File: src/rtl/rcb_pkg.sv
// Package: widths and bit-position tables shared by the mapper.
// Assumes rank-local addresses of at most ADDR_W bits; every table entry
// must be below ADDR_W.
package rcb_pkg;
    localparam int ADDR_W       = 34;
    localparam int ROW_W        = 17;
    localparam int COL_GATHER_W = 10;
    localparam int COL_W        = COL_GATHER_W + 1;
    localparam int AP_BIT       = COL_GATHER_W;
    localparam int ROW_CNT_W    = $clog2(ROW_W + 1);
    localparam int COL_CNT_W    = $clog2(COL_W);
    localparam int BANK_W       = 2;

    // Address position feeding each row / column bit, per policy.
    localparam int unsigned ROW_POS_CLOSED [ROW_W] =
        '{15, 16, 17, 18, 20, 21, 22, 28, 10, 11, 12, 13, 29, 30, 31, 32, 33};
    localparam int unsigned ROW_POS_OPEN [ROW_W] =
        '{14, 15, 16, 20, 28, 21, 22, 23, 24, 25, 26, 27, 29, 30, 31, 32, 33};
    localparam int unsigned COL_POS_CLOSED [COL_GATHER_W] =
        '{3, 4, 5, 14, 19, 23, 24, 25, 26, 27};
    localparam int unsigned COL_POS_OPEN [COL_GATHER_W] =
        '{3, 4, 5, 6, 7, 8, 9, 10, 11, 12};
    localparam int unsigned COL_POS_FINE [COL_GATHER_W] =
        '{3, 4, 5, 7, 8, 9, 10, 11, 12, 13};

    // Bank field sources: [0] = low bit position, [1] = high bit position.
    localparam int unsigned BA_CLOSED [BANK_W]     = '{8, 9};
    localparam int unsigned BA_CLOSED_XOR [BANK_W] = '{22, 28};
    localparam int unsigned BG_CLOSED [BANK_W]     = '{6, 7};
    localparam int unsigned BA_OPEN [BANK_W]       = '{18, 19};
    localparam int unsigned BA_OPEN_XOR [BANK_W]   = '{22, 23};
    localparam int unsigned BG_XOR [BANK_W]        = '{20, 21};
    localparam int unsigned BG_OPEN_HI             = 17;
    localparam int unsigned BG_OPEN_LO_FINE        = 6;
    localparam int unsigned BG_OPEN_LO_NORM        = 13;
endpackage

File: src/rtl/rcb_row_gather.sv
// Row gather: picks each row bit from its policy-specific address position
// and clears the bits at or above the configured row count.
// Assumes row_bits is stable for the address presented.
module rcb_row_gather
    import rcb_pkg::*;
(
    input  logic [ADDR_W-1:0]    addr,
    input  logic                 closed_page,
    input  logic [ROW_CNT_W-1:0] row_bits,
    output logic [ROW_W-1:0]     row
);
    logic [ROW_W-1:0] closed_raw;
    logic [ROW_W-1:0] open_raw;
    logic [ROW_W-1:0] keep;

    // One gather lane per row bit, both policies in parallel.
    generate
        for (genvar i = 0; i < ROW_W; i++) begin : g_row
            assign closed_raw[i] = addr[ROW_POS_CLOSED[i]];
            assign open_raw[i]   = addr[ROW_POS_OPEN[i]];
            assign keep[i]       = (ROW_CNT_W'(i) < row_bits);
        end
    endgenerate

    // Policy select, then mask to the configured row width.
    always_comb begin
        row = (closed_page ? closed_raw : open_raw) & keep;
    end
endmodule

File: src/rtl/rcb_col_gather.sv
// Column gather: picks ten column bits from one of three position tables
// (closed, open, open fine-grain), clears bits at or above the configured
// count and appends the autoprecharge bit, set only for closed page.
module rcb_col_gather
    import rcb_pkg::*;
(
    input  logic [ADDR_W-1:0]    addr,
    input  logic                 closed_page,
    input  logic                 fine_bank,
    input  logic [COL_CNT_W-1:0] col_bits,
    output logic [COL_W-1:0]     col
);
    logic [COL_GATHER_W-1:0] closed_raw;
    logic [COL_GATHER_W-1:0] open_raw;
    logic [COL_GATHER_W-1:0] fine_raw;
    logic [COL_GATHER_W-1:0] keep;
    logic [COL_GATHER_W-1:0] picked;

    // One gather lane per column bit for each table.
    generate
        for (genvar i = 0; i < COL_GATHER_W; i++) begin : g_col
            assign closed_raw[i] = addr[COL_POS_CLOSED[i]];
            assign open_raw[i]   = addr[COL_POS_OPEN[i]];
            assign fine_raw[i]   = addr[COL_POS_FINE[i]];
            assign keep[i]       = (COL_CNT_W'(i) < col_bits);
        end
    endgenerate

    // Table select by policy and bank mode.
    always_comb begin
        if (closed_page)    picked = closed_raw;
        else if (fine_bank) picked = fine_raw;
        else                picked = open_raw;
    end

    // Mask and attach the autoprecharge bit.
    always_comb begin
        col = {closed_page, picked & keep};
    end
endmodule

File: src/rtl/rcb_bank_hash.sv
// Bank hash: forms bank address and bank group from policy-specific
// address bits and optionally XORs in higher address bits.
module rcb_bank_hash
    import rcb_pkg::*;
(
    input  logic [ADDR_W-1:0] addr,
    input  logic              closed_page,
    input  logic              fine_bank,
    input  logic              xor_en,
    output logic [BANK_W-1:0] bank,
    output logic [BANK_W-1:0] bgroup
);
    logic [BANK_W-1:0] ba_base;
    logic [BANK_W-1:0] ba_mix;
    logic [BANK_W-1:0] bg_base;
    logic [BANK_W-1:0] bg_mix;

    // Base and hash sources for the bank address.
    always_comb begin
        if (closed_page) begin
            ba_base = {addr[BA_CLOSED[1]], addr[BA_CLOSED[0]]};
            ba_mix  = {addr[BA_CLOSED_XOR[1]], addr[BA_CLOSED_XOR[0]]};
        end else begin
            ba_base = {addr[BA_OPEN[1]], addr[BA_OPEN[0]]};
            ba_mix  = {addr[BA_OPEN_XOR[1]], addr[BA_OPEN_XOR[0]]};
        end
    end

    // Base and hash sources for the bank group.
    always_comb begin
        if (closed_page)
            bg_base = {addr[BG_CLOSED[1]], addr[BG_CLOSED[0]]};
        else
            bg_base = {addr[BG_OPEN_HI],
                       fine_bank ? addr[BG_OPEN_LO_FINE] : addr[BG_OPEN_LO_NORM]};
        bg_mix = {addr[BG_XOR[1]], addr[BG_XOR[0]]};
    end

    // Apply the optional hash.
    always_comb begin
        bank   = ba_base ^ (xor_en ? ba_mix : '0);
        bgroup = bg_base ^ (xor_en ? bg_mix : '0);
    end
endmodule

File: src/rtl/rcb_mapper.sv
// Top: maps a rank-local address to row, column, bank and bank group,
// registering the result one cycle after a valid input. Outputs hold
// while in_valid is low. Configuration is sampled with each address.
module rcb_mapper
    import rcb_pkg::*;
(
    input  logic                 clk,
    input  logic                 rst_n,
    input  logic                 in_valid,
    input  logic [ADDR_W-1:0]    rank_addr,
    input  logic                 cfg_closed_page,
    input  logic                 cfg_fine_bank,
    input  logic                 cfg_bank_xor,
    input  logic [ROW_CNT_W-1:0] cfg_row_bits,
    input  logic [COL_CNT_W-1:0] cfg_col_bits,
    output logic                 out_valid,
    output logic [ROW_W-1:0]     out_row,
    output logic [COL_W-1:0]     out_col,
    output logic [BANK_W-1:0]    out_bank,
    output logic [BANK_W-1:0]    out_bgroup
);
    logic [ROW_W-1:0]  row_c;
    logic [COL_W-1:0]  col_c;
    logic [BANK_W-1:0] bank_c;
    logic [BANK_W-1:0] bg_c;

    rcb_row_gather u_row (
        .addr        (rank_addr),
        .closed_page (cfg_closed_page),
        .row_bits    (cfg_row_bits),
        .row         (row_c)
    );

    rcb_col_gather u_col (
        .addr        (rank_addr),
        .closed_page (cfg_closed_page),
        .fine_bank   (cfg_fine_bank),
        .col_bits    (cfg_col_bits),
        .col         (col_c)
    );

    rcb_bank_hash u_bank (
        .addr        (rank_addr),
        .closed_page (cfg_closed_page),
        .fine_bank   (cfg_fine_bank),
        .xor_en      (cfg_bank_xor),
        .bank        (bank_c),
        .bgroup      (bg_c)
    );

    // Valid pipeline flag.
    always_ff @(posedge clk) begin
        if (!rst_n) out_valid <= 1'b0;
        else        out_valid <= in_valid;
    end

    // Result register, loaded only on a valid input.
    always_ff @(posedge clk) begin
        if (!rst_n) begin
            out_row    <= '0;
            out_col    <= '0;
            out_bank   <= '0;
            out_bgroup <= '0;
        end else if (in_valid) begin
            out_row    <= row_c;
            out_col    <= col_c;
            out_bank   <= bank_c;
            out_bgroup <= bg_c;
        end
    end

    assert_valid_rise_R10: assert property (@(posedge clk) disable iff (!rst_n)
        in_valid |=> out_valid);
    assert_valid_drop_R10: assert property (@(posedge clk) disable iff (!rst_n)
        !in_valid |=> !out_valid);
    assert_ap_closed_R2: assert property (@(posedge clk) disable iff (!rst_n)
        in_valid && cfg_closed_page |=> out_col[AP_BIT]);
    assert_ap_open_R4: assert property (@(posedge clk) disable iff (!rst_n)
        in_valid && !cfg_closed_page |=> !out_col[AP_BIT]);
    assert_row_mask_R8: assert property (@(posedge clk) disable iff (!rst_n)
        in_valid |=> ((out_row >> $past(cfg_row_bits)) == '0));
    assert_col_mask_R9: assert property (@(posedge clk) disable iff (!rst_n)
        in_valid |=> ((out_col[COL_GATHER_W-1:0] >> $past(cfg_col_bits)) == '0));
    assert_hold_R11: assert property (@(posedge clk) disable iff (!rst_n)
        !in_valid |=> $stable(out_row) && $stable(out_col)
                      && $stable(out_bank) && $stable(out_bgroup));
endmodule

File: config.mk
export PLATFORM = sky130hd
export DESIGN_NAME = rcb_mapper
export DESIGN_NICKNAME = d
export VERILOG_FILES = /design/src/rtl/rcb_pkg.sv /design/src/rtl/rcb_row_gather.sv /design/src/rtl/rcb_col_gather.sv /design/src/rtl/rcb_bank_hash.sv /design/src/rtl/rcb_mapper.sv
export SDC_FILE = /design/constraint.sdc
export NUM_CORES = 1
export LEC_CHECK = 0
export CORE_AREA = 4 4 81 60
export CTS_BUF_LIST = sky130_fd_sc_hd__clkbuf_16
export DETAILED_ROUTE_END_ITERATION = 8
export DIE_AREA = 0 0 85 64
export GPL_TIMING_DRIVEN = 0
export PLACE_DENSITY_LB_ADDON = 0.25
export SLEW_MARGIN = 15
export SYNTH_ARGS = -nofsm -noshare
export SYNTH_HDL_FRONTEND = slang
export SYNTH_SLANG_ARGS = --single-unit
File: constraint.sdc
create_clock -name clk -period 3.1 [get_ports clk]
set_input_delay 0.465 -clock clk [delete_from_list [all_inputs] [get_ports clk]]
set_output_delay 0.465 -clock clk [all_outputs]
set_load 0.05 [all_outputs]
==> results.cfg <==
[routing]
wl_per_cell_microns = 16.7
dr.pass1.iters = 4
vias = 1854
drc = 0
initialDrtViolationCount = 90
avgViaCountPerCell = 5.58
ant_nets = 0
drt_wl_total_microns = 5560

[synthesis]
synthTopCellsByArea = dfxtp_1, mux2i_1, nand2_1
synth_common_cells = dfxtp_1, nand2_1, mux2i_1
yosys.area.top_type = dfxtp_1
ys_seq_area_share_pct = 36.8
synth.yosys.warnings = 0
synth-seq-cells = 33
synth_edf_count = 0
async_flop_share_pct = 0
syn_area_per_cell_sq_um = 9.01
yosysMostFrequentCell = dfxtp_1
synth.net_count = 248
netlist_instances = 199
synth_top_area_share_pct = 36.8
ys.flop_type = dfxtp_1
ys_types = 48
netlist_area_sq_um = 1790

[floorplanning]
dieArea_sq_um = 5440
num_io_pins = 82
die_w_microns = 85
die_y_microns = 64
core_region_area_sq_um = 4180
rows = 20
initial_core_util_pct = 42.9

[critical_path]
critPathCaptureType = output pin
cp_top_family = buffers and inverters
crit_path_start_kind = flop
max_stage_delay_ns = 0.83
worstRegToRegCells = 1
crit_cells = 1
crit_path_top_delay_cell = clkdlybuf4s50_1
crit_chain = clkdlybuf4s50_1
critPathBufInv = 1
crit_required_ns = 2.63
worstPathArrival_ns = 1.42
crit_path_max_fanout = 2
critPathKind = flop to output pin

[flow_run]
maxCapViolCount = 0

[global_route]
grt_max_degree = 11
grt_pass1_wl_microns = 8800
grt_pass1_vias = 1803
grt.overflow.total = 0
grt_use_total_pct = 20.2
antenna_found_initial = 0

[cts]
cts_buffers = 5
clk_latency_ns = 0.27
cts_tree = done
cts.sinks = 33
htree_levels = 2
postCtsSetupBuffers = 0
cts_buffer_depth = 2
cts_root_buf = clkbuf_16
cts.clk_slew.worst_paths_ns = 0.05
post_cts_resized = 0
postCtsHoldBufs = 0

[layout]
layout-drive-gt1-share_pct = 11.9
layout.cells.non_filler = 332
fin_area_sq_um = 2700
layout.nets = 325
fill_cells = 368
antenna_cells = 0
area_delta_synth_final_pct = 50.7

[timing]
setup_ws_ns = 1.21
slew_headroom_pct = 64.0
min_period_ns = 1.89
fmax_ghz = 0.530
finalSetupViolations = 0
worst_slew_pin_slew_ns = 0.539
skew_ns = 0
tns_ns = 0
hold_violations = 0
drv_slew = 0
rsz0062_at_grt = no
timing.final.crit_share_pct = 60.9

[placement]
gp_congestion = 0.822
dp_cells = 324
dp_hpwl_microns = 4250
placed_cell_area_sq_um = 2560
port_buffers = 70
dp_slack_ns = 1.10

[outcome]
outcome = finished, final reports clean

[pwr]
pwr-share-seq_pct = 36.8
p_clk_share_pct = 36.7
swShare_pct = 29.7
peakVddDrop_mv = 0.289
combPwrFrac_pct = 26.5
p_leak_nw = 1.06
p_int_w = 0.000882
p_sw_w = 0.000373
power_density_nw_per_um2 = 464

[min_path]
min_path_type = flop to flop
min_path_cells = 2
-- cells in the final DEF, fill, tap and decap left out, types with 3 or more instances in the layout --
master,count
a21boi_0,4
a21boi_1,3
a21oi_1,6
a32o_1,6
buf_2,9
buf_6,3
clkbuf_16,5
clkdlybuf4s50_1,70
dfxtp_1,33
inv_1,3
mux2i_1,16
nand2_1,24
nand3_1,8
nor2_1,7
nor2b_1,8
nor3_1,5
o21a_1,5
o21ai_0,9
o21ai_1,5
o31ai_1,6
-- power by group through the flow --
stage | Combinational (W) | Sequential [W] | Clock [W]
floorplan | 0.000112 | 0.000555 | 0
global placement | 0.000328 | 0.000470 | 0
detailed placement | 0.000331 | 0.000471 | 0
CTS | 0.000333 | 0.000462 | 0.000471
global route | 0.000351 | 0.000465 | 0.000493
finish | 0.000333 | 0.000462 | 0.000460
-- final cells by class --
type | count | area [sq um] | area share (%)
sequential | 33 | 661 | 24.5
tap | 55 | 68.8 | 2.55
buffer | 17 | 118 | 4.35
clock buffer | 5 | 125 | 4.63
multi-input combinational | 145 | 1000 | 37.0
timing repair buffer | 70 | 701 | 25.9
inverter | 4 | 15.0 | 0.556
clock inverter | 3 | 13.8 | 0.509
-- state kept, by name, summed over array words and instances, names as in the netlist --
signal      flops
out_row        17
out_valid       1
out_col        11
out_bgroup      2
out_bank        2
-- stage by stage --
stage	hold WS, ns	total power [W]	util [%]
floorplan	0.591	0.000667	-
global placement	0.436	0.000798	61.3
detailed placement	0.440	0.000802	61.3
CTS	0.448	0.00127	64.6
global route	0.468	0.00131	64.6
finish	0.443	0.00125	64.6
-- worst paths after layout --
| check | from | to | slack (ns) |
|---|---|---|---|
| max | out_row[0]$_SDFFE_PN0P_ | out_row[0] | 1.21 |
| min | out_row[10]$_SDFFE_PN0P_ | out_row[10]$_SDFFE_PN0P_ | 0.44 |
| max reg2reg | out_bgroup[0]$_SDFFE_PN0P_ | out_bgroup[0]$_SDFFE_PN0P_ | 2.38 |
| min reg2reg | out_row[10]$_SDFFE_PN0P_ | out_row[10]$_SDFFE_PN0P_ | 0.44 |
-- metal layers --
layer | part of all wire [%] | GRT usage, % | vias to the layer above
met2 | 43 | 32.0 | 77
met5 | 0 | 0 | -
met3 | 11 | 6.83 | 4
met4 | 0.56 | 3.36 | 0
li1 | - | - | 896
met1 | 45 | 27.0 | 877
-- kinds of logic after synthesis --
family	synth area share (%)
AND/OR/NAND/NOR	16.3
XOR/XNOR	0.977
flip-flops	36.8
multiplexers	10.2
AO/OA/AOI/OAI	28.3
buffers and inverters	7.40
(Power assumes the default switching activity.)
